--- src/rtl/shadow_guard_pkg.sv ---
package shadow_guard_pkg;
  typedef enum logic [1:0] {ST_IDLE, ST_PASS, ST_SNOOP, ST_ACK} cyc_state_e;

  typedef struct packed {
    logic hit;
    logic rd_en;
    logic wp;
    logic icache;
  } seg_attr_t;

  typedef struct packed {
    logic discard;
    logic snoop;
    logic ken_n;
    logic line_wb;
    logic ram_sel;
  } cyc_policy_t;
endpackage

--- src/rtl/shadow_region_decode.sv ---
module shadow_region_decode
  import shadow_guard_pkg::*;
#(
  parameter int ADDR_W = 32,
  parameter int NREG = 16,
  parameter int SEG_SHIFT = 14,
  parameter logic [ADDR_W-1:0] WIN_BASE = 32'h000C_0000
) (
  input  logic [ADDR_W-1:0] addr,
  input  logic [NREG-1:0]   cfg_rd_en,
  input  logic [NREG-1:0]   cfg_wp,
  input  logic [NREG-1:0]   cfg_icache,
  output logic [NREG-1:0]   seg_match,
  output seg_attr_t         attr
);
  localparam int IDX_W = (NREG > 1) ? $clog2(NREG) : 1;
  localparam logic [ADDR_W-1:0] WIN_SPAN = ADDR_W'(NREG) << SEG_SHIFT;

  // Window test: offset from base below the span, base itself included
  function automatic logic in_window(input logic [ADDR_W-1:0] a);
    return (a >= WIN_BASE) && ((a - WIN_BASE) < WIN_SPAN);
  endfunction

  // Segment number inside the window
  function automatic logic [IDX_W-1:0] seg_index(input logic [ADDR_W-1:0] a);
    return IDX_W'((a - WIN_BASE) >> SEG_SHIFT);
  endfunction

  logic             win_hit;
  logic [IDX_W-1:0] seg_idx;

  assign win_hit = in_window(addr);
  assign seg_idx = seg_index(addr);

  for (genvar g = 0; g < NREG; g++) begin : g_seg
    assign seg_match[g] = win_hit && (seg_idx == IDX_W'(g));
  end

  assign attr.hit    = |seg_match;
  assign attr.rd_en  = |(seg_match & cfg_rd_en);
  assign attr.wp     = |(seg_match & cfg_wp);
  assign attr.icache = |(seg_match & cfg_icache);
endmodule

--- src/rtl/shadow_policy.sv ---
module shadow_policy
  import shadow_guard_pkg::*;
(
  input  seg_attr_t   attr,
  input  logic        is_write,
  output cyc_policy_t pol
);
  always_comb begin
    pol.discard = attr.hit && attr.wp && is_write;
    // no on-chip copy can exist when the segment is never cached
    pol.snoop   = pol.discard && attr.icache;
    pol.ken_n   = attr.hit ? !attr.icache : 1'b0;
    pol.line_wb = attr.hit ? !attr.wp : 1'b1;
    pol.ram_sel = (attr.hit && !is_write) ? attr.rd_en : 1'b1;
  end
endmodule

--- src/rtl/shadow_cycle_fsm.sv ---
module shadow_cycle_fsm
  import shadow_guard_pkg::*;
#(
  parameter int ADDR_W = 32
) (
  input  logic              clk,
  input  logic              rst_n,
  input  logic              ads_n,
  input  logic              wr,
  input  logic [ADDR_W-1:0] addr,
  input  cyc_policy_t       pol,
  input  logic              mem_rdy,
  output logic              mem_start,
  output logic              mem_wr,
  output logic [ADDR_W-1:0] mem_addr,
  output logic              mem_ram_sel,
  output logic              rdy_n,
  output logic              eads_n,
  output logic              ken_n,
  output logic              line_wb,
  output cyc_state_e        state
);
  always_ff @(posedge clk) begin
    if (!rst_n) begin
      state       <= ST_IDLE;
      mem_start   <= 1'b0;
      mem_wr      <= 1'b0;
      mem_addr    <= '0;
      mem_ram_sel <= 1'b1;
      eads_n      <= 1'b1;
      ken_n       <= 1'b1;
      line_wb     <= 1'b0;
    end else begin
      mem_start <= 1'b0;
      eads_n    <= 1'b1;
      unique case (state)
        ST_IDLE: begin
          if (!ads_n) begin
            mem_addr    <= addr;
            mem_wr      <= wr;
            mem_ram_sel <= pol.ram_sel;
            ken_n       <= pol.ken_n;
            line_wb     <= pol.line_wb;
            if (pol.discard) begin
              state  <= ST_SNOOP;
              eads_n <= !pol.snoop;
            end else begin
              state     <= ST_PASS;
              mem_start <= 1'b1;
            end
          end
        end
        ST_PASS:  if (mem_rdy) state <= ST_IDLE;
        ST_SNOOP: state <= ST_ACK;
        ST_ACK:   state <= ST_IDLE;
        default:  state <= ST_IDLE;
      endcase
    end
  end

  assign rdy_n = !(((state == ST_PASS) && mem_rdy) || (state == ST_ACK));

  // nothing reaches memory while a discarded write is in flight
  a_r1_no_mem_on_discard: assert property (@(posedge clk) disable iff (!rst_n)
    ((state == ST_SNOOP) || (state == ST_ACK)) |-> !mem_start);
  // discarded write is acknowledged in the clock after the snoop clock
  a_r2_ack_after_snoop: assert property (@(posedge clk) disable iff (!rst_n)
    (state == ST_SNOOP) |=> !rdy_n);
  // snoop strobe lasts a single clock
  a_r3_eads_one_clock: assert property (@(posedge clk) disable iff (!rst_n)
    !eads_n |=> eads_n);
  // snoop strobe only while the discarded write holds its address
  a_r3_eads_in_snoop: assert property (@(posedge clk) disable iff (!rst_n)
    !eads_n |-> (state == ST_SNOOP));
  // snoop strobe follows an address strobe by one clock
  a_r3_eads_after_ads: assert property (@(posedge clk) disable iff (!rst_n)
    $fell(eads_n) |-> $past(!ads_n));
  // forwarded cycle only completes on memory ready
  a_r12_rdy_from_mem: assert property (@(posedge clk) disable iff (!rst_n)
    (!rdy_n && (state == ST_PASS)) |-> mem_rdy);
endmodule

--- src/rtl/shadow_wp_guard.sv ---
module shadow_wp_guard
  import shadow_guard_pkg::*;
#(
  parameter int ADDR_W = 32,
  parameter int NREG = 16,
  parameter int SEG_SHIFT = 14,
  parameter logic [ADDR_W-1:0] WIN_BASE = 32'h000C_0000
) (
  input  logic              clk,
  input  logic              rst_n,
  input  logic              cpu_ads_n,
  input  logic              cpu_wr,
  input  logic [ADDR_W-1:0] cpu_addr,
  input  logic [NREG-1:0]   cfg_rd_en,
  input  logic [NREG-1:0]   cfg_wp,
  input  logic [NREG-1:0]   cfg_icache,
  input  logic              mem_rdy,
  output logic              mem_start,
  output logic              mem_wr,
  output logic [ADDR_W-1:0] mem_addr,
  output logic              mem_ram_sel,
  output logic              cpu_rdy_n,
  output logic              cpu_eads_n,
  output logic              cpu_ken_n,
  output logic              cpu_line_wb
);
  seg_attr_t   seg_attr;
  cyc_policy_t cyc_pol;
  cyc_state_e  cyc_state;
  logic [NREG-1:0] seg_match;

  shadow_region_decode #(
    .ADDR_W(ADDR_W), .NREG(NREG), .SEG_SHIFT(SEG_SHIFT), .WIN_BASE(WIN_BASE)
  ) u_decode (
    .addr(cpu_addr), .cfg_rd_en(cfg_rd_en), .cfg_wp(cfg_wp),
    .cfg_icache(cfg_icache), .seg_match(seg_match), .attr(seg_attr)
  );

  shadow_policy u_policy (
    .attr(seg_attr), .is_write(cpu_wr), .pol(cyc_pol)
  );

  shadow_cycle_fsm #(.ADDR_W(ADDR_W)) u_fsm (
    .clk(clk), .rst_n(rst_n), .ads_n(cpu_ads_n), .wr(cpu_wr), .addr(cpu_addr),
    .pol(cyc_pol), .mem_rdy(mem_rdy), .mem_start(mem_start), .mem_wr(mem_wr),
    .mem_addr(mem_addr), .mem_ram_sel(mem_ram_sel), .rdy_n(cpu_rdy_n),
    .eads_n(cpu_eads_n), .ken_n(cpu_ken_n), .line_wb(cpu_line_wb),
    .state(cyc_state)
  );

  // an address falls in at most one segment
  a_r9_single_segment: assert property (@(posedge clk) disable iff (!rst_n)
    $onehot0(seg_match));
  // strobed cycle to a never-cached segment leaves cache enable off
  a_r6_ken_off: assert property (@(posedge clk) disable iff (!rst_n)
    (!cpu_ads_n && (cyc_state == ST_IDLE) && seg_attr.hit && !seg_attr.icache)
      |=> cpu_ken_n);
  // never-cached protected write gives no snoop strobe
  a_r4_no_snoop: assert property (@(posedge clk) disable iff (!rst_n)
    (!cpu_ads_n && (cyc_state == ST_IDLE) && cpu_wr && seg_attr.wp && !seg_attr.icache)
      |=> cpu_eads_n);
endmodule

--- config.mk ---
export PLATFORM = sky130hd
export DESIGN_NAME = shadow_wp_guard
export DESIGN_NICKNAME = d
export VERILOG_FILES = /design/src/rtl/shadow_guard_pkg.sv /design/src/rtl/shadow_region_decode.sv /design/src/rtl/shadow_policy.sv /design/src/rtl/shadow_cycle_fsm.sv /design/src/rtl/shadow_wp_guard.sv
export SDC_FILE = /design/constraint.sdc
export NUM_CORES = 1
export LEC_CHECK = 0
export ABC_CLOCK_PERIOD_IN_PS = 3400
export BUFFER_PORTS_ARGS = -buffer_cell sky130_fd_sc_hd__buf_2
export CAP_MARGIN = 30
export CORE_MARGIN = 8
export CORE_UTILIZATION = 47
export DETAILED_ROUTE_END_ITERATION = 8
export GPL_ROUTABILITY_DRIVEN = 1
export GPL_TIMING_DRIVEN = 0
export PLACE_DENSITY = 0.85
export SETUP_SLACK_MARGIN = 0.05
export SLEW_MARGIN = 0
export SYNTH_ARGS = -nofsm -noshare
export SYNTH_HDL_FRONTEND = slang
export SYNTH_SLANG_ARGS = --single-unit
--- constraint.sdc ---
create_clock -name clk -period 3.4 [get_ports clk]
set_input_delay 0.68 -clock clk [delete_from_list [all_inputs] [get_ports clk]]
set_output_delay 0.68 -clock clk [all_outputs]
set_load 0.05 [all_outputs]
# Yosys cells after proc, flatten, opt, wreduce, memory -nomap -nowiden
# Index checks and enable logic that the tools add are counted.
# totals
output_inout_bits	39
regBits	40
inputBits	85
# classes
magnitude_cmp	2
add_sub_neg	1
n_reduce_logical	38
mux	8
n_eq_ne	20
n_bitwise	7
# ops
operator	n
OR reduction 16 bit	4
bitwise AND 16 bit	3
equality test 4 bit (second input constant)	8
>= comparator 32 x 20 -> 1 bit (second input constant)	1
less-than comparator 32 x 19 -> 1 bit (second input constant)	1
subtractor 32 x 20 -> 32 bit (second input constant)	1
logical AND 1 bit	22
equality test 4 x 3 -> 1 bit (second input constant)	4
equality test 4 x 2 -> 1 bit (second input constant)	2
case mux 2 bit (4 select lines)	1
2-to-1 mux 2 bit	3
logical NOT 1 bit	5
equality test 2 bit (second input constant)	2
equality test 4 x 1 -> 1 bit (second input constant)	1
logical NOT 4 bit	1
2-to-1 mux 1 bit	4
inequality test 2 bit (second input constant)	2
inverter 1 bit	4
AND reduction 2 bit	2
OR reduction 4 bit	1
OR reduction 3 bit	1
equality test 2 x 1 -> 1 bit (second input constant)	1
logical NOT 2 bit	1
logical OR 1 bit	1

# Depth between registers and ports, before layout
# Gate-level depths: netlist of run 1.
# logic_depth
word_depth	11
mapped_depth	7
mapped_depth_nobuf	5

# By module
# Synthesis of run 1 repeated with hierarchy kept, for this count alone.
# unflattened
cells_unflattened	272
area_unflattened_um2	2299.7
# by_module_without_submodules
module	instances	cells_each	area_each_um2	seq_area_each_um2
shadow_cycle_fsm	1	168	1585.3	800.8
shadow_region_decode	1	99	680.7	0.0
shadow_policy	1	5	33.8	0.0

# Worst setup path after synthesis of run 1
# No wires, ideal clock.
# synth_path
path_kind	input -> output
from	in mem_rdy
to	out cpu_rdy_n
t_required_ns	2.720
cell_stages	1
path_buffers	0
t_arrival_ns	1.898
path_slack_ns	0.822
path_cell_list	o21ai_0
# synth_via
elab_chain_cells	3
# synth_lines
item	line_no	rtl
start: declaration	shadow_wp_guard.sv:17	input logic mem_rdy,
logical AND 1 bit	shadow_cycle_fsm.sv:61	assign rdy_n = !(((state == ST_PASS) && mem_rdy) || (state == ST_ACK));
logical OR 1 bit	shadow_cycle_fsm.sv:61	
logical NOT 1 bit	shadow_cycle_fsm.sv:61	
end: declaration	shadow_wp_guard.sv:22	output logic cpu_rdy_n,
# Every way passes these cells.

# Final worst setup path of run 1
# Ends and elaborated chain as after synthesis.

==> summary.md, run 1 <==
| Metric | Value |
|---|---|
| # fillers | `390` |
| Placed cells | `408` |
| DIE AREA | `roughly 6800 um2` |
| Via count | `2,133` |
| Horiz. Die Dim | `82.26 um` |
| Setup Viol. Count Final | `0` |
| Status | `finished, final reports clean` |
| CTS Sinks | `40` |
| Wire length of the first global-routing pass | `9501 um` |
| Vias in the first global route | `roughly 2,000` |
| # rows | `24` |
| Die Ht | `82.26 um` |
| Maxcap violations | `0` |
| Final instance area | `2816 um2` |
| Non-Filler Instances | `415` |
| Req. time, crit path | `2.72 ns` |
| Iter 0 DRT Violations | `96` |
| Leakage | `1.329 nW` |
| Average size of a mapped cell | `8.817 um2` |
| Worst-margin pin slew | `between 0.4 and 0.5 ns` |
| DRC | `0` |
| Combinational share of power | `28.8%` |
| Initial Util | `48.05%` |
| Element type at the critical path end | `output pin` |
| CP Max Fanout | `4` |
| Grt total ovfl | `0` |
| Critical path startpoint category | `input port` |
| HP Class | `reg -> reg` |
| CTS tree | `done` |
| Post-DP Area | `between 2000 and 3000 um2` |
| Longest Clk Path Bufs | `2` |
| Int Power | `0.0007526 W` |
| CORE AREA | `4294 um2` |
| Worst VDD drop | `0.2677 mV` |
| Fin crit share | `62.02%` |
| Post-synth cell types | `46` |
| Net Sw Frac | `33.40%` |
| Area Overhead vs Synth | `36.51%` |
| Crit-path max cell delay | `around 0.34 ns` |
| Cells along the critical path | `buf_2, o21ai_0, buf_2` |
| Switching power | `0.0003775 W` |
| RSZ-0062 raised after global routing | `no` |
| Post-DR wirelength/cell | `15.24 um` |
| Worst hold margin | `0.4499 ns` |
| Routed vias/inst | `5.140` |
| Asr flop ratio synth | `0%` |
| Clock share of power | `26.0%` |
| IO Pins | `about 120` |
| DRT Wirelength | `6325 um` |
| CP bufs+invs | `2` |
| Setup bufs post-CTS | `0` |
| Top cell by count, worst path | `buf_2` |
| Routed Antenna Nets | `0` |
| Clk slew on worst S/H paths | `0.07 ns` |
| Syn. warnings | `0` |
| #FFs+latches synth | `40` |
| Post-DP HPWL | `5186 um` |
| Register area share after synthesis | `38.81%` |
| Post-synth EDFFs | `0` |
| Power per cell area | `around 400 nW/um2` |
| CP Data Arrival Time | `between 1 and 1.5 ns` |
| Final hold vios | `0` |
| Number of I/O port buffers | `122` |
| Num CTS Buffers | `5` |
| Top Family by Delay on Critical Path | `buffers and inverters` |
| Skew final | `0.006284 ns` |
| Total Neg Setup Slack | `0 ns` |
| Root Buffer | `clkbuf_8` |
| Post-layout min period | `2.109 ns` |
| Crit Path Class | `in -> out` |
| Initial antenna violation count | `0` |
| Ant diodes | `0` |
| DRT Pass-1 Iters | `4` |
| Post-CTS Resized | `0` |
| Tot GR Track Use | `17.77%` |
| Cells after Synth | `between 200 and 250` |
| Placer Congestion | `0.8483` |
| Final #Nets | `448` |
| Worst skew pair latency | `0.29 ns` |
| Syn Nets | `about 320` |
| Slew Limit Fails | `0` |
| Fin util | `approximately two thirds` |
| Largest net degree at the start of global routing | `12` |
| Mapped Area | `2063 um2` |
| Ratio of cells with drive above 1 in the final layout | `42.98%` |
| Hold buffer count at cts | `0` |
| Register share of total power | `45.2%` |
| H-tree lvl count | `2` |
| Max_slew headroom | `a little over two thirds` |
| Max frequency | `474.2 MHz` |
| Main synth FF type | `dfxtp_1` |
| Crit-path slowest cell | `buf_2` |
power groups by stage:
stage | combinational, W | clock (W) | sequential (W)
floorplan | 0.000121 | 0 | 0.000619
global placement | 0.000321 | 0 | 0.000520
detailed placement | 0.000326 | 0 | 0.000522
CTS | 0.000326 | 0.000295 | 0.000511
global route | 0.000350 | 0.000317 | 0.000515
finish | 0.000325 | 0.000294 | 0.000511
path summary, 6_finish.rpt:
kind	startpoint	slack (ns)	cells after the start	end
min reg2reg	u_fsm.mem_addr[19]	0.45	2	u_fsm.mem_addr[19]
max reg2reg	u_fsm.state[0]	1.82	5	u_fsm.mem_addr[7]
max	mem_rdy	1.29	3	cpu_rdy_n
min	u_fsm.mem_addr[19]	0.45	2	u_fsm.mem_addr[19]
final cells by class:
cell class                      count  area [um2]  area share, %
Clock inverter                      1       5.005         0.1777
Multi-Input combinational cell    175        1150          40.83
Timing Repair Buffer              122       610.6          21.68
Buffer                             18       108.9          3.865
Tap cell                           52       65.06          2.310
Clock buffer                        6       72.57          2.577
Inverter                            1       3.754         0.1333
Sequential cell                    40       800.8          28.43
metal layers:
| layer | track usage [%] | vias up | share of wire [%] |
|---|---|---|---|
| li1 | - | 1072 | - |
| met1 | 21.07 | 978 | 38 |
| met2 | 29.91 | 71 | 52 |
| met3 | 5.519 | 12 | 7.9 |
| met4 | 5.439 | 0 | 1.9 |
| met5 | 0 | - | 0 |
per-stage QoR:
| stage | setup slack [ns] | power (W) |
|---|---|---|
| 3_3_place_gp | 1.336 | 0.0008411 |
| 4_1_cts | 1.313 | 0.001132 |
| 3_5_place_dp | 1.314 | 0.0008476 |
| 5_1_grt | 1.262 | 0.001182 |
| 2_1_floorplan | 0.8217 | 0.0007394 |
| 6_report | 1.291 | 0.001130 |
sequential cells by signal (all words and copies together), names as in the netlist:
name,count
u_fsm.eads_n,1
u_fsm.ken_n,1
u_fsm.line_wb,1
u_fsm.mem_addr,32
u_fsm.mem_ram_sel,1
u_fsm.mem_start,1
u_fsm.mem_wr,1
u_fsm.state,2
synthesized netlist by cell type (all sizes together), types with 3 or more instances:
library cell	n	area share, %
a32oi	3	1.3
nor2	5	1.0
clkbuf	7	1.3
buf	11	4.0
and2b	3	1.1
a22oi	3	1.6
a21boi	33	12
mux2	4	2.4
mux4	4	4.4
nand3b	5	1.8
dfxtp	40	39
nand2	72	13
a21oi	4	1.2
mux2i	6	2.9
o21ai	4	0.97
nand3	3	0.73
worst min-delay path, stage by stage, from the launching register on:
cell,delay [ns]
dfxtp_1,0.31
nand2_1,0.05
a21boi_1,0.05
cells in the final DEF, fill, tap and decap left out, types with 4 or more instances in the layout:
cell type | synthesis | routed
nor2_1 | 4 | 4
mux2i_1 | 6 | 6
a21boi_0 | 23 | 23
a21boi_1 | 10 | 10
dfxtp_1 | 40 | 40
mux4_2 | 4 | 4
clkbuf_1 | 7 | 8
buf_6 | 4 | 4
nand3b_1 | 5 | 5
clkbuf_8 | 0 | 5
buf_2 | 6 | 128
nand2_1 | 72 | 72
kinds of logic after synthesis:
logic type | count (synthesis) | synth area share [%]
simple gates | 102 | 22.56
compound gates | 59 | 23.53
flops | 40 | 38.81
buf+inv | 19 | 5.458
mux | 14 | 9.642
Power figures use the tool's default switching activity.
==> inputs of run 2 (changes only) <==
--- a/config.mk
+++ b/config.mk
@@ -5,15 +5,15 @@
 export SDC_FILE = /design/constraint.sdc
 export NUM_CORES = 1
 export LEC_CHECK = 0
-export ABC_CLOCK_PERIOD_IN_PS = 3400
+export ABC_CLOCK_PERIOD_IN_PS = 2100
 export BUFFER_PORTS_ARGS = -buffer_cell sky130_fd_sc_hd__buf_2
 export CAP_MARGIN = 30
 export CORE_MARGIN = 8
-export CORE_UTILIZATION = 47
+export CORE_UTILIZATION = 43
 export DETAILED_ROUTE_END_ITERATION = 8
 export GPL_ROUTABILITY_DRIVEN = 1
 export GPL_TIMING_DRIVEN = 0
-export PLACE_DENSITY = 0.85
+export PLACE_DENSITY = 0.79
 export SETUP_SLACK_MARGIN = 0.05
 export SLEW_MARGIN = 0
 export SYNTH_ARGS = -nofsm -noshare
==> constraint.sdc (replaced) <==
create_clock -name clk -period 2.1 [get_ports clk]
set_input_delay 0.42 -clock clk [delete_from_list [all_inputs] [get_ports clk]]
set_output_delay 0.42 -clock clk [all_outputs]
set_load 0.05 [all_outputs]
==> run 2 against run 1 <==
Against the previous run: combinational power rose by 62%; critical path depth fell by 1; clock power rose by 110%; first-iteration DRC count fell by 26%; routed wire length rose by 0.44%; clock-buffer cell count did not move; global-route usage fell by 0.55 points; via count barely moved; sequential power rose by 62%; critical endpoint unchanged; worst setup slack got worse by 0.80 ns; flip-flop and latch count did not move.
==> summary.md, run 2 (same netlist as run 1, synthesis figures left out) <==
| Metric | Value |
|---|---|
| Status | `finished, final reports clean (unchanged)` |
| Met3 WL | `374 um (was 501 um)` |
| Min-delay src | `cpu_addr[5] (was u_fsm.mem_addr[19])` |
| Area of the multi-input gates | `1150 um2 (unchanged)` |
| CP bufs+invs | `1 (was 2)` |
| Slew Limit Fails | `0 (unchanged)` |
| Number of I/O port buffers | `122 (unchanged)` |
| Cells along the critical path | `o21ai_1, buf_2 (was buf_2, o21ai_0, buf_2)` |
| Maxcap violations | `0 (unchanged)` |
| Grt total ovfl | `0 (unchanged)` |
| Routed Antenna Nets | `0 (unchanged)` |
| Via count | `2,131 (was 2,133)` |
| DRC | `0 (unchanged)` |
| Top Family by Delay on Critical Path | `flip-flops (was buffers and inverters)` |
| CORE AREA | `4661 um2 (was 4294 um2)` |
| Worst hold margin | `0.3684 ns (was 0.4499 ns)` |
| Worst Setup Slack, final | `0.4878 ns (was 1.291 ns)` |
| Skew final | `0.006953 ns (was 0.006284 ns)` |
| Initial antenna violation count | `0 (unchanged)` |
| Switching power | `0.0006205 W (was 0.0003775 W)` |
| H-tree lvl count | `2 (unchanged)` |
| Most frequent cells in the layout | `buf_2 (128), nand2_1 (72), dfxtp_1 (40) (unchanged)` |
| Final #Nets | `448 (unchanged)` |
| Worst-margin pin slew | `0.4471 ns (was 0.4412 ns)` |
| Clk slew on worst S/H paths | `0.08 ns (was 0.07 ns)` |
| Register share of total power | `42.1% (was 45.2%)` |
| Tot GR Track Use | `17.21% (was 17.77%)` |
| Clock share of power | `31.2% (was 26.0%)` |
| Met1 wire length | `2564 um (was 2423 um)` |
| DRT Pass-1 Iters | `4 (unchanged)` |
| Horiz. Die Dim | `85.27 um (was 82.26 um)` |
| Largest register FFs | `32 (unchanged)` |
| Placer Congestion | `0.8164 (was 0.8483)` |
| Largest regs | `u_fsm.mem_addr x32, u_fsm.state x2 (unchanged)` |
| Power per cell area | `689.9 nW/um2 (was 401.2 nW/um2)` |
| Setup bufs post-CTS | `0 (unchanged)` |
| DR top layer | `met4 (unchanged)` |
| Total Neg Setup Slack | `0 ns (unchanged)` |
| Iter 0 DRT Violations | `71 (was 96)` |
| Max_slew headroom | `70.19% (was 70.59%)` |
| # fillers | `423 (was 390)` |
| Final hold vios | `0 (unchanged)` |
| Routed vias/inst | `5.098 (was 5.140)` |
| Crit-path max cell delay | `0.33 ns (was 0.34 ns)` |
| Worst skew pair latency | `0.29 ns (about the same)` |
| Crit-path slowest cell | `dfxtp_1 (was buf_2)` |
| Leakage | `1.344 nW (was 1.329 nW)` |
| Die Ht | `85.27 um (was 82.26 um)` |
| Longest Clk Path Bufs | `2 (unchanged)` |
| Post-DP HPWL | `5190 um (was 5186 um)` |
| CTS Sinks | `40 (unchanged)` |
| Largest net degree at the start of global routing | `13 (was 12)` |
| Vias in the first global route | `2,129 (was 2,014)` |
| Fin crit share | `between 70% and 80%` |
| Metal2 WL | `3352 um (was 3281 um)` |
| Worst R2R Start | `u_fsm.state[0] (unchanged)` |
| Post-DR wirelength/cell | `15.20 um (was 15.24 um)` |
| Reg with most FFs | `u_fsm.mem_addr (unchanged)` |
| Max frequency | `620.3 MHz` |
| Hold buffer count at cts | `0 (unchanged)` |
| DIE AREA | `7271 um2 (was 6766 um2)` |
| RSZ-0062 raised after global routing | `no (unchanged)` |
| HP Class | `in -> reg (was reg -> reg)` |
| Ant diodes | `0 (unchanged)` |
| Setup Viol. Count Final | `0 (unchanged)` |
| CP Data Arrival Time | `1.19 ns (was 1.43 ns)` |
| Critical path startpoint category | `register (was input port)` |
| Worst slack at placement | `0.3024 ns (was 1.314 ns)` |
| Worst VDD drop | `0.4106 mV (was 0.2677 mV)` |
| Area Overhead vs Synth | `38.08% (was 36.51%)` |
| Int Power | `0.001345 W (was 0.0007526 W)` |
| IO Pins | `124 (unchanged)` |
| Crit path from | `u_fsm.state[1] (was mem_rdy)` |
| Net Sw Frac | `31.57% (was 33.40%)` |
| Wire length of the first global-routing pass | `10,120 um (was 9501 um)` |
| DRT Wirelength | `6353 um (was 6325 um)` |
| Post-layout min period | `between 1.5 and 2 ns` |
| Crit Path Class | `reg -> out (was in -> out)` |
| Initial Util | `44.27% (was 48.05%)` |
| Num CTS Buffers | `5 (unchanged)` |
| Ratio of cells with drive above 1 in the final layout | `43.13% (was 42.98%)` |
| Root Buffer | `clkbuf_8 (unchanged)` |
| Post-CTS Resized | `0 (unchanged)` |
| Most common cell after layout, fill and taps aside | `buf_2 (unchanged)` |
| FF+latch area | `800.8 um2 (unchanged)` |
| Element type at the critical path end | `output pin (unchanged)` |
| CP Max Fanout | `4 (unchanged)` |
| Req. time, crit path | `1.68 ns (was 2.72 ns)` |
| Combinational share of power | `26.7% (was 28.8%)` |
| CTS tree | `done (unchanged)` |
| # rows | `25 (was 24)` |
[run 2: cell type report]
cell class	count	share of cell area [%]
clock buffers	6	2.547
repair buffers	122	21.43
flip-flops and latches	40	28.11
inverters	1	0.1318
multi-input cells	175	40.36
clock inverters	2	1.230
well taps	54	2.372
plain buffers	18	3.821
[run 2: final timing paths]
check	endpoint	slack, ns	cells after the start
worst max-delay path	cpu_rdy_n	0.49	2
worst min-delay path	u_fsm.mem_addr[5]	0.37	3
worst max register to register	u_fsm.mem_addr[10]	0.53	5
worst min register to register	u_fsm.mem_addr[15]	0.45	2
[run 2: routing by layer]
layer / track usage (%) / up-vias
met4: 3.981 / 0
met3: 5.792 / 4
li1: - / 1078
met1: 19.75 / 995
met5: 0 / -
met2: 29.97 / 54
[run 2: stage by stage]
stage               cells  total power [W]  utilization [%]  area, um2
global placement      410         0.001364            58.82       2741
CTS                   418         0.001984            61.13       2849
finish                418         0.001966            61.13       2849
global route          418         0.002063            61.13       2849
floorplan             234         0.001197                -       2063
detailed placement    410         0.001373            58.82       2741
[run 2: worst register-to-register path, stage by stage (launching register included)]
cell,delay (ns)
dfxtp_1,0.39
or3_1,0.13
clkbuf_1,0.27
clkbuf_1,0.40
nand2_1,0.11
a21boi_0,0.20
[run 2: power groups by stage]
stage	Combinational (W)	Clock (W)	Sequential [W]
after CTS	0.000529	0.000628	0.000827
after detailed placement	0.000528	0	0.000845
after floorplan	0.000195	0	0.00100
after global placement	0.000521	0	0.000843
final	0.000526	0.000612	0.000828
after global routing	0.000568	0.000662	0.000833
